$ cat config.mk
export PLATFORM = sky130hd
export DESIGN_NAME = vlio_burst_seq
export DESIGN_NICKNAME = d
export VERILOG_FILES = /design/src/rtl/vlio_pkg.sv /design/src/rtl/vlio_seq_ctrl.sv /design/src/rtl/vlio_addr_gen.sv /design/src/rtl/vlio_data_path.sv /design/src/rtl/vlio_burst_seq.sv
export SDC_FILE = /design/constraint.sdc
export NUM_CORES = 1
export LEC_CHECK = 0
export CORE_MARGIN = 5
export CORE_UTILIZATION = 49
export CTS_CLUSTER_SIZE = 40
export DETAILED_ROUTE_END_ITERATION = 7
export PLACE_DENSITY = 0.88
export SETUP_SLACK_MARGIN = 0.1
export SYNTH_ARGS = -nofsm -noshare
export SYNTH_HDL_FRONTEND = slang
export SYNTH_SLANG_ARGS = --single-unit
$ cat constraint.sdc
create_clock -name clk -period 2.26 [get_ports clk]
set_input_delay 0.452 -clock clk [delete_from_list [all_inputs] [get_ports clk]]
set_output_delay 0.452 -clock clk [all_outputs]
set_load 0.1 [all_outputs]
$ cat src/rtl/vlio_pkg.sv
package vlio_pkg;
  typedef enum logic [2:0] {
    ST_IDLE, ST_SETUP, ST_CES, ST_STRB, ST_GAP, ST_HOLD, ST_RECOV
  } seq_st_e;
  localparam int unsigned CES_CYCLES = 4;
endpackage

$ cat src/rtl/vlio_seq_ctrl.sv
module vlio_seq_ctrl #(
  parameter int unsigned CFGW = 4,
  parameter int unsigned LENW = 2
) (
  input  logic                clk,
  input  logic                rst_n,
  input  logic                req_valid,
  output logic                req_ready,
  input  logic [LENW-1:0]     req_len,
  input  logic [CFGW-1:0]     cfg_first,
  input  logic [CFGW-1:0]     cfg_next,
  input  logic [CFGW-1:0]     cfg_recov,
  input  logic                bus_rdy,
  output vlio_pkg::seq_st_e   st,
  output logic                accept,
  output logic                strobe_start,
  output logic                beat_end,
  output logic                advance,
  output logic                done_edge
);
  import vlio_pkg::*;
  localparam int unsigned CW = CFGW + 2;

  logic [CW-1:0]   cnt;
  logic [LENW-1:0] left;
  logic [CFGW-1:0] rdf_q, rdn_q, rrr_q;
  logic [CW-1:0]   strb_top, gap_top, rec_top;

  assign strb_top = CW'({rdf_q, 1'b1});
  assign gap_top  = CW'({rdn_q, 1'b1});
  assign rec_top  = (rrr_q == '0) ? CW'(1) : ({rrr_q, 2'b00} - CW'(1));

  assign req_ready    = (st == ST_IDLE);
  assign accept       = req_valid && req_ready;
  assign strobe_start = (st == ST_CES)  && (cnt == '0);
  assign beat_end     = (st == ST_STRB) && (cnt == '0);
  assign advance      = (st == ST_GAP)  && (cnt == gap_top);
  assign done_edge    = (st == ST_HOLD) && (cnt == '0);

  always_ff @(posedge clk or negedge rst_n) begin
    if (!rst_n) begin
      st    <= ST_IDLE;
      cnt   <= '0;
      left  <= '0;
      rdf_q <= '0;
      rdn_q <= '0;
      rrr_q <= '0;
    end else begin
      unique case (st)
        ST_IDLE: if (accept) begin
          st    <= ST_SETUP;
          left  <= req_len;
          rdf_q <= cfg_first;
          rdn_q <= cfg_next;
          rrr_q <= cfg_recov;
        end
        ST_SETUP: begin
          st  <= ST_CES;
          cnt <= CW'(CES_CYCLES - 1);
        end
        ST_CES: if (cnt == '0) begin
          st  <= ST_STRB;
          cnt <= strb_top;
        end else cnt <= cnt - 1'b1;
        ST_STRB: begin
          if (cnt == CW'(1) && !bus_rdy) cnt <= CW'(2);
          else if (cnt == '0) begin
            if (left != '0) begin
              st   <= ST_GAP;
              cnt  <= gap_top;
              left <= left - 1'b1;
            end else begin
              st  <= ST_HOLD;
              cnt <= CW'(1);
            end
          end else cnt <= cnt - 1'b1;
        end
        ST_GAP: if (cnt == '0) begin
          st  <= ST_STRB;
          cnt <= strb_top;
        end else cnt <= cnt - 1'b1;
        ST_HOLD: if (cnt == '0) begin
          st  <= ST_RECOV;
          cnt <= rec_top;
        end else cnt <= cnt - 1'b1;
        ST_RECOV: if (cnt == '0) st <= ST_IDLE;
                  else cnt <= cnt - 1'b1;
        default: st <= ST_IDLE;
      endcase
    end
  end

  // independent width monitor for the low strobe window
  logic [7:0] low_cnt;
  always_ff @(posedge clk or negedge rst_n) begin
    if (!rst_n) low_cnt <= '0;
    else if (st == ST_STRB) low_cnt <= (low_cnt == 8'hFF) ? low_cnt : low_cnt + 1'b1;
    else low_cnt <= '0;
  end

  AST_STRB_MIN_WIDTH: assert property (@(posedge clk) disable iff (!rst_n)
    beat_end |-> (int'(low_cnt) + 1 >= 2 * (int'(rdf_q) + 1)));
endmodule

$ cat src/rtl/vlio_addr_gen.sv
module vlio_addr_gen #(
  parameter int unsigned AW    = 26,
  parameter int unsigned LENW  = 2,
  parameter int unsigned LANES = 4
) (
  input  logic            clk,
  input  logic            rst_n,
  input  logic            accept,
  input  logic            advance,
  input  logic [AW-1:0]   req_addr,
  output logic [AW-1:0]   bus_addr,
  output logic [LENW-1:0] idx
);
  always_ff @(posedge clk or negedge rst_n) begin
    if (!rst_n) begin
      bus_addr <= '0;
      idx      <= '0;
    end else if (accept) begin
      bus_addr <= req_addr;
      idx      <= '0;
    end else if (advance) begin
      bus_addr <= bus_addr + AW'(LANES);
      idx      <= idx + 1'b1;
    end
  end
endmodule

$ cat src/rtl/vlio_data_path.sv
module vlio_data_path #(
  parameter int unsigned DW    = 32,
  parameter int unsigned BEATS = 4,
  parameter int unsigned LENW  = 2,
  parameter int unsigned LANES = DW / 8
) (
  input  logic                clk,
  input  logic                rst_n,
  input  logic                accept,
  input  logic                req_write,
  input  logic [LANES-1:0]    req_be,
  input  logic [BEATS*DW-1:0] req_wdata,
  input  logic                advance,
  input  logic [LENW-1:0]     idx,
  input  logic                strobe_start,
  input  logic                beat_end,
  input  logic                done_edge,
  input  logic [DW-1:0]       bus_dq_in,
  output logic                write_q,
  output logic [LANES-1:0]    be_q,
  output logic [DW-1:0]       bus_dq_out,
  output logic                bus_dq_oe,
  output logic                rsp_valid,
  output logic [DW-1:0]       rsp_data,
  output logic                rsp_done
);
  logic [BEATS*DW-1:0] wbuf;
  logic [LENW-1:0]     nxt;
  assign nxt = idx + 1'b1;

  always_ff @(posedge clk or negedge rst_n) begin
    if (!rst_n) begin
      wbuf       <= '0;
      write_q    <= 1'b0;
      be_q       <= '0;
      bus_dq_out <= '0;
      bus_dq_oe  <= 1'b0;
    end else if (accept) begin
      wbuf    <= req_wdata;
      write_q <= req_write;
      be_q    <= req_be;
      if (req_write) begin
        bus_dq_out <= req_wdata[DW-1:0];
        bus_dq_oe  <= 1'b1;
      end
    end else begin
      if (advance && write_q) bus_dq_out <= wbuf[DW*int'(nxt) +: DW];
      if (strobe_start && !write_q) bus_dq_oe <= 1'b0;
    end
  end

  always_ff @(posedge clk or negedge rst_n) begin
    if (!rst_n) begin
      rsp_valid <= 1'b0;
      rsp_data  <= '0;
      rsp_done  <= 1'b0;
    end else begin
      rsp_valid <= beat_end;
      rsp_done  <= done_edge;
      if (beat_end && !write_q) rsp_data <= bus_dq_in;
    end
  end

  AST_RSP_SINGLE: assert property (@(posedge clk) disable iff (!rst_n)
    rsp_valid |=> !rsp_valid);
  AST_DONE_SINGLE: assert property (@(posedge clk) disable iff (!rst_n)
    rsp_done |=> !rsp_done);
endmodule

$ cat src/rtl/vlio_burst_seq.sv
module vlio_burst_seq #(
  parameter int unsigned AW    = 26,
  parameter int unsigned DW    = 32,
  parameter int unsigned BEATS = 4,
  parameter int unsigned CFGW  = 4,
  localparam int unsigned LANES = DW / 8,
  localparam int unsigned LENW  = (BEATS > 1) ? $clog2(BEATS) : 1
) (
  input  logic                clk,
  input  logic                rst_n,
  input  logic                req_valid,
  output logic                req_ready,
  input  logic [AW-1:0]       req_addr,
  input  logic                req_write,
  input  logic [LENW-1:0]     req_len,
  input  logic [LANES-1:0]    req_be,
  input  logic [BEATS*DW-1:0] req_wdata,
  input  logic [CFGW-1:0]     cfg_first,
  input  logic [CFGW-1:0]     cfg_next,
  input  logic [CFGW-1:0]     cfg_recov,
  input  logic                bus_rdy,
  output logic                bus_cs_n,
  output logic                bus_oe_n,
  output logic                bus_we_n,
  output logic [LANES-1:0]    bus_lane_n,
  output logic [AW-1:0]       bus_addr,
  output logic [DW-1:0]       bus_dq_out,
  output logic                bus_dq_oe,
  input  logic [DW-1:0]       bus_dq_in,
  output logic                rsp_valid,
  output logic [DW-1:0]       rsp_data,
  output logic                rsp_done
);
  import vlio_pkg::*;

  seq_st_e         st;
  logic            accept, strobe_start, beat_end, advance, done_edge;
  logic [LENW-1:0] idx;
  logic            write_q, cs_act, strb_n;
  logic [LANES-1:0] be_q;

  vlio_seq_ctrl #(.CFGW(CFGW), .LENW(LENW)) ctrl_i (
    .clk, .rst_n, .req_valid, .req_ready, .req_len,
    .cfg_first, .cfg_next, .cfg_recov, .bus_rdy,
    .st, .accept, .strobe_start, .beat_end, .advance, .done_edge
  );

  vlio_addr_gen #(.AW(AW), .LENW(LENW), .LANES(LANES)) addr_i (
    .clk, .rst_n, .accept, .advance, .req_addr, .bus_addr, .idx
  );

  vlio_data_path #(.DW(DW), .BEATS(BEATS), .LENW(LENW), .LANES(LANES)) data_i (
    .clk, .rst_n, .accept, .req_write, .req_be, .req_wdata, .advance, .idx,
    .strobe_start, .beat_end, .done_edge, .bus_dq_in,
    .write_q, .be_q, .bus_dq_out, .bus_dq_oe, .rsp_valid, .rsp_data, .rsp_done
  );

  assign cs_act     = (st == ST_CES) || (st == ST_STRB) || (st == ST_GAP) || (st == ST_HOLD);
  assign bus_cs_n   = !cs_act;
  assign bus_oe_n   = !((st == ST_STRB) && !write_q);
  assign bus_we_n   = !((st == ST_STRB) && write_q);
  assign bus_lane_n = cs_act ? ~be_q : '1;
  assign strb_n     = bus_oe_n & bus_we_n;

  AST_ADDR_SETUP: assert property (@(posedge clk) disable iff (!rst_n)
    $fell(bus_cs_n) |-> $stable(bus_addr));
  AST_CS_LEAD: assert property (@(posedge clk) disable iff (!rst_n)
    $fell(bus_cs_n) |-> ##4 $fell(strb_n));
  AST_ADDR_HOLD: assert property (@(posedge clk) disable iff (!rst_n)
    $rose(strb_n) |-> $stable(bus_addr));
  AST_RECOV_BLOCK: assert property (@(posedge clk) disable iff (!rst_n)
    $rose(bus_cs_n) |=> !req_ready);
  AST_DQ_RELEASE: assert property (@(posedge clk) disable iff (!rst_n)
    !bus_oe_n |-> !bus_dq_oe);
endmodule

* Word level (Yosys, flattened, before mapping)
Index checks and enable logic that the tools add are counted.
** Storage, ports and cells
- Output and inout port bits :: 101
- Logic and storage cells :: 107
- Bits of input ports :: 209
- Bits in registers :: 251
** Operators by class
- Reduce and logical (&&, ||, !) cells :: 35
- Equal/unequal tests :: 17
- Muxes and demuxes :: 32
- Bitwise logic cells :: 1
- Shift-type cells :: 1
- Add/sub/neg operators :: 5
** Operators with widths (number)
- $shiftx A128 B8 Y32 :: 1
- $mux W32 :: 3
- $mux W26 :: 2
- $mux W6 :: 6
- $pmux W6 S5 :: 1
- $add A26 B3 Y26 const B :: 1
- $mux W3 :: 6
- $pmux W3 S6 :: 1
- $mux W2 :: 6
- $sub A6 B1 Y6 const B :: 2
- $logic_and A1 B1 Y1 :: 11
- $ne A2 B1 Y1 const B :: 5
- $reduce_bool A2 Y1 :: 5
- $eq A3 B3 Y1 const B :: 3
- $ne A2 B2 Y1 const B :: 4
- $reduce_and A2 Y1 :: 4
- $eq A3 B2 Y1 const B :: 2
- $eq A6 B1 Y1 const B :: 1
- $eq A6 B5 Y1 :: 1
- $logic_not A6 Y1 :: 1
- $reduce_and A6 Y1 :: 1
- $logic_not A1 Y1 :: 5
- $mux W5 :: 1
- $reduce_and A5 Y1 :: 1
- other kinds (12) :: 17

* Depth between registers and ports, before layout
- Depth in word-level cells :: 5
- Mapped depth :: 10
- Depth with buffers taken out :: 8

* Cells and area by module
Synthesis repeated with hierarchy kept, for this count alone.
** Second synthesis, totals
- Cell total of the unflattened synthesis :: 968
- Area total of the unflattened synthesis :: 11949.0 um2
** Modules (own cells, without submodules)
- vlio_data_path :: area each 8538.2 um2, seq. area each 5004.8 um2, cells each 583, instances 1
- vlio_seq_ctrl :: area each 1813.0 um2, seq. area each 575.6 um2, cells each 206, instances 1
- vlio_addr_gen :: area each 1545.2 um2, seq. area each 700.7 um2, cells each 170, instances 1
- vlio_burst_seq :: area each 52.6 um2, seq. area each 0.0 um2, cells each 9, instances 1

* Worst setup path after synthesis
Ideal clock, no wire load.
- Kind :: reg-to-reg
- From :: register ctrl_i.st[0]
- To :: register data_i.bus_dq_out[10]
- Buffers on the path :: 2
- Slack :: -1.828 ns
- Period minus slack after synthesis :: 4.088 ns
- Setup time :: 0.128 ns
- Data required time :: 2.132 ns
- Data arrival time :: 3.960 ns
- Stages on the path, launching flop included :: 8
- Cells stage by stage :: dfrtp_1 > nor3_1 > nand2_1 > a31o_4 > buf_12 > buf_12 > nor2_2 > a31oi_2
** On the way
- Elaborated cells between the ends (all ways) :: 9
- Those cells by class :: 2 x eq/ne; 1 x mux; 6 x reduce/logical
** RTL lines
- start, declared :: RTL line vlio_seq_ctrl.sv:14 : output vlio_pkg::seq_st_e st,
- start signal, assigned :: RTL line vlio_seq_ctrl.sv:42 : st <= ST_IDLE;
- start signal, assigned :: RTL line vlio_seq_ctrl.sv:51 : st <= ST_SETUP;
- start signal, assigned :: RTL line vlio_seq_ctrl.sv:58 : st <= ST_CES;
- $logic_not A3 Y1 (*) :: RTL line vlio_seq_ctrl.sv:33 : assign req_ready = (st == ST_IDLE);
- named net req_ready :: RTL line vlio_burst_seq.sv:12 : output logic req_ready,
- $logic_and A1 B1 Y1 (*) :: RTL line vlio_seq_ctrl.sv:34 : assign accept = req_valid && req_ready;
- $ne A2 B2 Y1 (no line) or $reduce_bool A2 Y1 (tied branches)
- $reduce_and A2 Y1 (no line)
- end signal, assigned :: RTL line vlio_data_path.sv:43 : bus_dq_out <= req_wdata[DW-1:0];
- end signal, assigned :: RTL line vlio_data_path.sv:47 : if (advance && write_q) bus_dq_out <= wbuf[DW*int'(nxt) +: DW];
- end, declared :: RTL line vlio_data_path.sv:21 : output logic [DW-1:0] bus_dq_out,
Mark *: on every way through the listed nets, which the timed path passes. The rest lies on a longest branch.
A chain may end at the register's enable or synchronous reset.

* Final worst setup path
- From :: register ctrl_i.st[2]
- To :: output port bus_we_n
** On the way
- Cells in the longest elaborated chain, start to end :: 3
** RTL lines
- $eq A3 B2 Y1 :: RTL line vlio_burst_seq.sv:61 : assign bus_we_n = !((st == ST_STRB) && write_q);
- $logic_and A1 B1 Y1 :: RTL line vlio_burst_seq.sv:61
- $logic_not A1 Y1 :: RTL line vlio_burst_seq.sv:61
- end, declared :: RTL line vlio_burst_seq.sv:24 : output logic bus_we_n,
No other way between the ends.

==> run summary <==
Status = finished clean
Vias in the first global route = 10100
Clock network power share = 0.175
Num rows = 56
CP arrival = 1.77 ns
MaxCap Viol Count = 0
DR DRC count = 0
Buffers added on ports = 309
Max Clock Freq = 450 MHz
Worst hold slack = 0.447 ns
IR drop worst, VDD = 0.00145 V
Clock transition at the registers of the reported paths = 0.06 ns
Placed Instances = 1790
NetSw = 12.7 mW
Worst Setup Path Type = reg -> out
Overall power = 26.8 mW
Area Growth Syn to Fin = 41.0%
Critical Path Source Type = flip-flop
Worst relative slew slack = 0.709
Yosys cell types = 56
Ratio of cells with drive above 1 in the final layout = 0.237
TritonRoute pass-1 iters = 4
Reg2Reg Setup Slack = 0.16 ns
Fin crit share = 0.983
Worst hold-check path type = in -> reg
Max clock buf depth = 3
Crit. End Element = primary output
Violation count after the first detailed-routing iteration = 852
CP Capture Point = bus_we_n
Clock skew = 0.0123 ns
Initial antenna violation count = 2
Via total after detailed routing = 9727
Syn nets = 1407
PD cells = 1620 nW/um2
Post-layout min period = 2.22 ns
First-pass GRT wire length = 52300 um
CP max FO = 8
Internal power = 14.0 mW
GP Congestion = 0.911
Die footprint = 27100 um2
Post-route ant nets = 0
Worst flop-to-flop path startpoint = ctrl_i.st[1]
Initial Util = 0.499
Commonest non-fill, non-tap cell in the layout = nand2_1
TritonCTS Buffers = 28
Async set-or-reset flop fraction in the synthesized netlist = 1.00
Syn Inst Count = 1191
Remaining Overflow, GRT = 0
Most frequent cells in the layout = nand2_1, dfrtp_1, clkdlybuf4s50_1
Largest net degree at the start of global routing = 81
Critical Path RT = 1.81 ns
RSZ-0062 raised after global routing = true
Number of flops mapped to enable cells by yosys = 0
CTS tree = yes
Slew Viols, Final = 0
Fin cells = 1860
CTS Sinks = 251
Nets@finish = 1733
Reg2reg path depth = 9
Beginning of the critical path = ctrl_i.st[2]
Core outline area = 23500 um2
CTS H-tree lvls = 1
Lkg Pwr = 7.70 nW
YS warnings = 0
Top FF cell, synth = dfrtp_1
Die height = 165 um
Register area share after synthesis = 0.537
Worst-Skew Late Latency = 0.53 ns
Seq pwr share = 0.295
Switching share of power = 0.476
Total GRT Usage = 0.239
I/O pin count = 310
Final WL = 33100 um
Worst slew pin tran = 0.437 ns
R2r endpoint = ctrl_i.left[0]
Final setup viols = 0
Die width = 165 um
Combinational group share of total power = 0.529
Routed length per placed instance = 17.8 um
Root Buffer = clkbuf_16
Hold Violations, Final = 0
HPWL Detailed = 23200 um
Register bit count reported by yosys = 251
Synthesized area = 11700 um2
Vias per cell = 5.23
Mapped Avg Cell Area = 9.82 um2
[worst max-delay path: stages, from the launching register on]
cell	delay, ns
dfrtp_2	0.42
buf_12	0.15
nand3b_1	0.23
or2_4	0.28
buf_12	0.16
[per-layer routing]
| layer | GRT usage | vias to the layer above | share of wire |
|---|---|---|---|
| met5 | 0 | - | 0 |
| met4 | 0.0828 | 0 | 0.036 |
| met3 | 0.0409 | 87 | 0.059 |
| met2 | 0.403 | 327 | 0.50 |
| met1 | 0.314 | 4749 | 0.41 |
| li1 | - | 4564 | - |
[power groups by stage]
stage	clock network (mW)	logic (mW)	registers, mW
6_report	4.70	14.2	7.90
5_1_grt	4.99	15.0	8.16
4_1_cts	4.80	14.0	7.88
3_5_place_dp	0	13.7	7.92
3_3_place_gp	0	13.3	7.80
2_1_floorplan	0	5.61	12.2
[synthesized netlist by cell type, types with 3 or more instances]
cell type | instances | area, um2
o21ai_0 | 25 | 125
nor3_1 | 19 | 95.1
nor4_1 | 4 | 25.0
and2_1 | 5 | 31.3
buf_1 | 4 | 15.0
nor2_2 | 28 | 175
buf_2 | 20 | 100
a211oi_1 | 3 | 22.5
buf_6 | 5 | 56.3
o211ai_1 | 4 | 30.0
nand3_1 | 8 | 40.0
xor2_1 | 11 | 96.3
buf_12 | 4 | 80.1
ha_1 | 7 | 87.6
nand4_1 | 3 | 18.8
and3_1 | 4 | 25.0
mux2_2 | 31 | 349
mux4_2 | 32 | 721
xnor2_1 | 25 | 219
a31oi_1 | 6 | 37.5
a31oi_2 | 28 | 350
nor2_1 | 36 | 135
dfrtp_1 | 251 | 6280
clkbuf_1 | 38 | 143
or3_1 | 3 | 18.8
o31ai_1 | 3 | 22.5
nand2_1 | 510 | 1910
a21oi_1 | 21 | 105
inv_1 | 16 | 60.1
[cells by family (layout without fill, tap and decap cells)]
logic type                 count (synthesis)  after routing  synth area share
and+or+nand+nor                          638            638             0.225
muxes                                     65             65            0.0932
xor gates and xnor gates                  36             36            0.0269
adders and majority gates                  7              7           0.00748
AOI/OAI and AO/OA                        106            106            0.0715
other                                      0              2                 0
buffers and inverters                     88            436            0.0392
DFF                                      251            251             0.537
[metrics by stage]
stage | setup TNS, ns | setup WS (ns) | area, um2 | utilization
after floorplan | -2.14 | -0.0734 | 11800 | -
after global placement | 0 | 0.0800 | 15300 | 0.650
after detailed placement | 0 | 0.0436 | 15300 | 0.650
after CTS | 0 | 0.0310 | 16300 | 0.696
final | 0 | 0.0384 | 16500 | 0.703
after global routing | -0.0142 | -0.0142 | 16500 | 0.703
[worst min-delay path by stage]
stage | from | endpoint | slack [ns] | depth (start not counted)
after global routing | req_wdata[69] | data_i.wbuf[69] | 0.43 | 3
after global placement | rst_n | data_i.rsp_data[28] | 0.40 | 1
after floorplan | rst_n | addr_i.bus_addr[0] | 0.16 | 0
after CTS | req_wdata[100] | data_i.wbuf[100] | 0.41 | 3
final | cfg_first[2] | ctrl_i.rdf_q[2] | 0.45 | 3
after detailed placement | rst_n | data_i.rsp_data[28] | 0.40 | 1
[sequential cells by signal (all words and copies together) (netlist names), 2 cells and up]
name and flops:
data_i.bus_dq_out 32, addr_i.bus_addr 26, addr_i.idx 2, data_i.wbuf 128, ctrl_i.st 3, data_i.rsp_data 32, ctrl_i.rdn_q 4, ctrl_i.rrr_q 4
data_i.be_q 4, ctrl_i.rdf_q 4, ctrl_i.cnt 6, ctrl_i.left 2
[final cells by class]
class | count | area, um2
Antenna cell | 2 | 5.00
Inverter | 16 | 63.8
Tap cell | 319 | 399
Clock inverter | 13 | 171
Timing Repair Buffer | 368 | 3680
Fill cell | 1663 | 6970
Clock buffer | 39 | 783
Multi-Input combinational cell | 852 | 5100
Sequential cell | 251 | 6300
[repair_timing]
item / 4_1_cts / 5_1_grt
hold buffers: 1 / 0
pin swaps: 1 / 4
endpoints found under the setup margin: 9 / 40
gates cloned: 1 / 2
buffers inserted: 6 / 6
gates resized for setup: 10 / 13
hold endpoints to repair: 43 / 0
(Power assumes the default switching activity.)
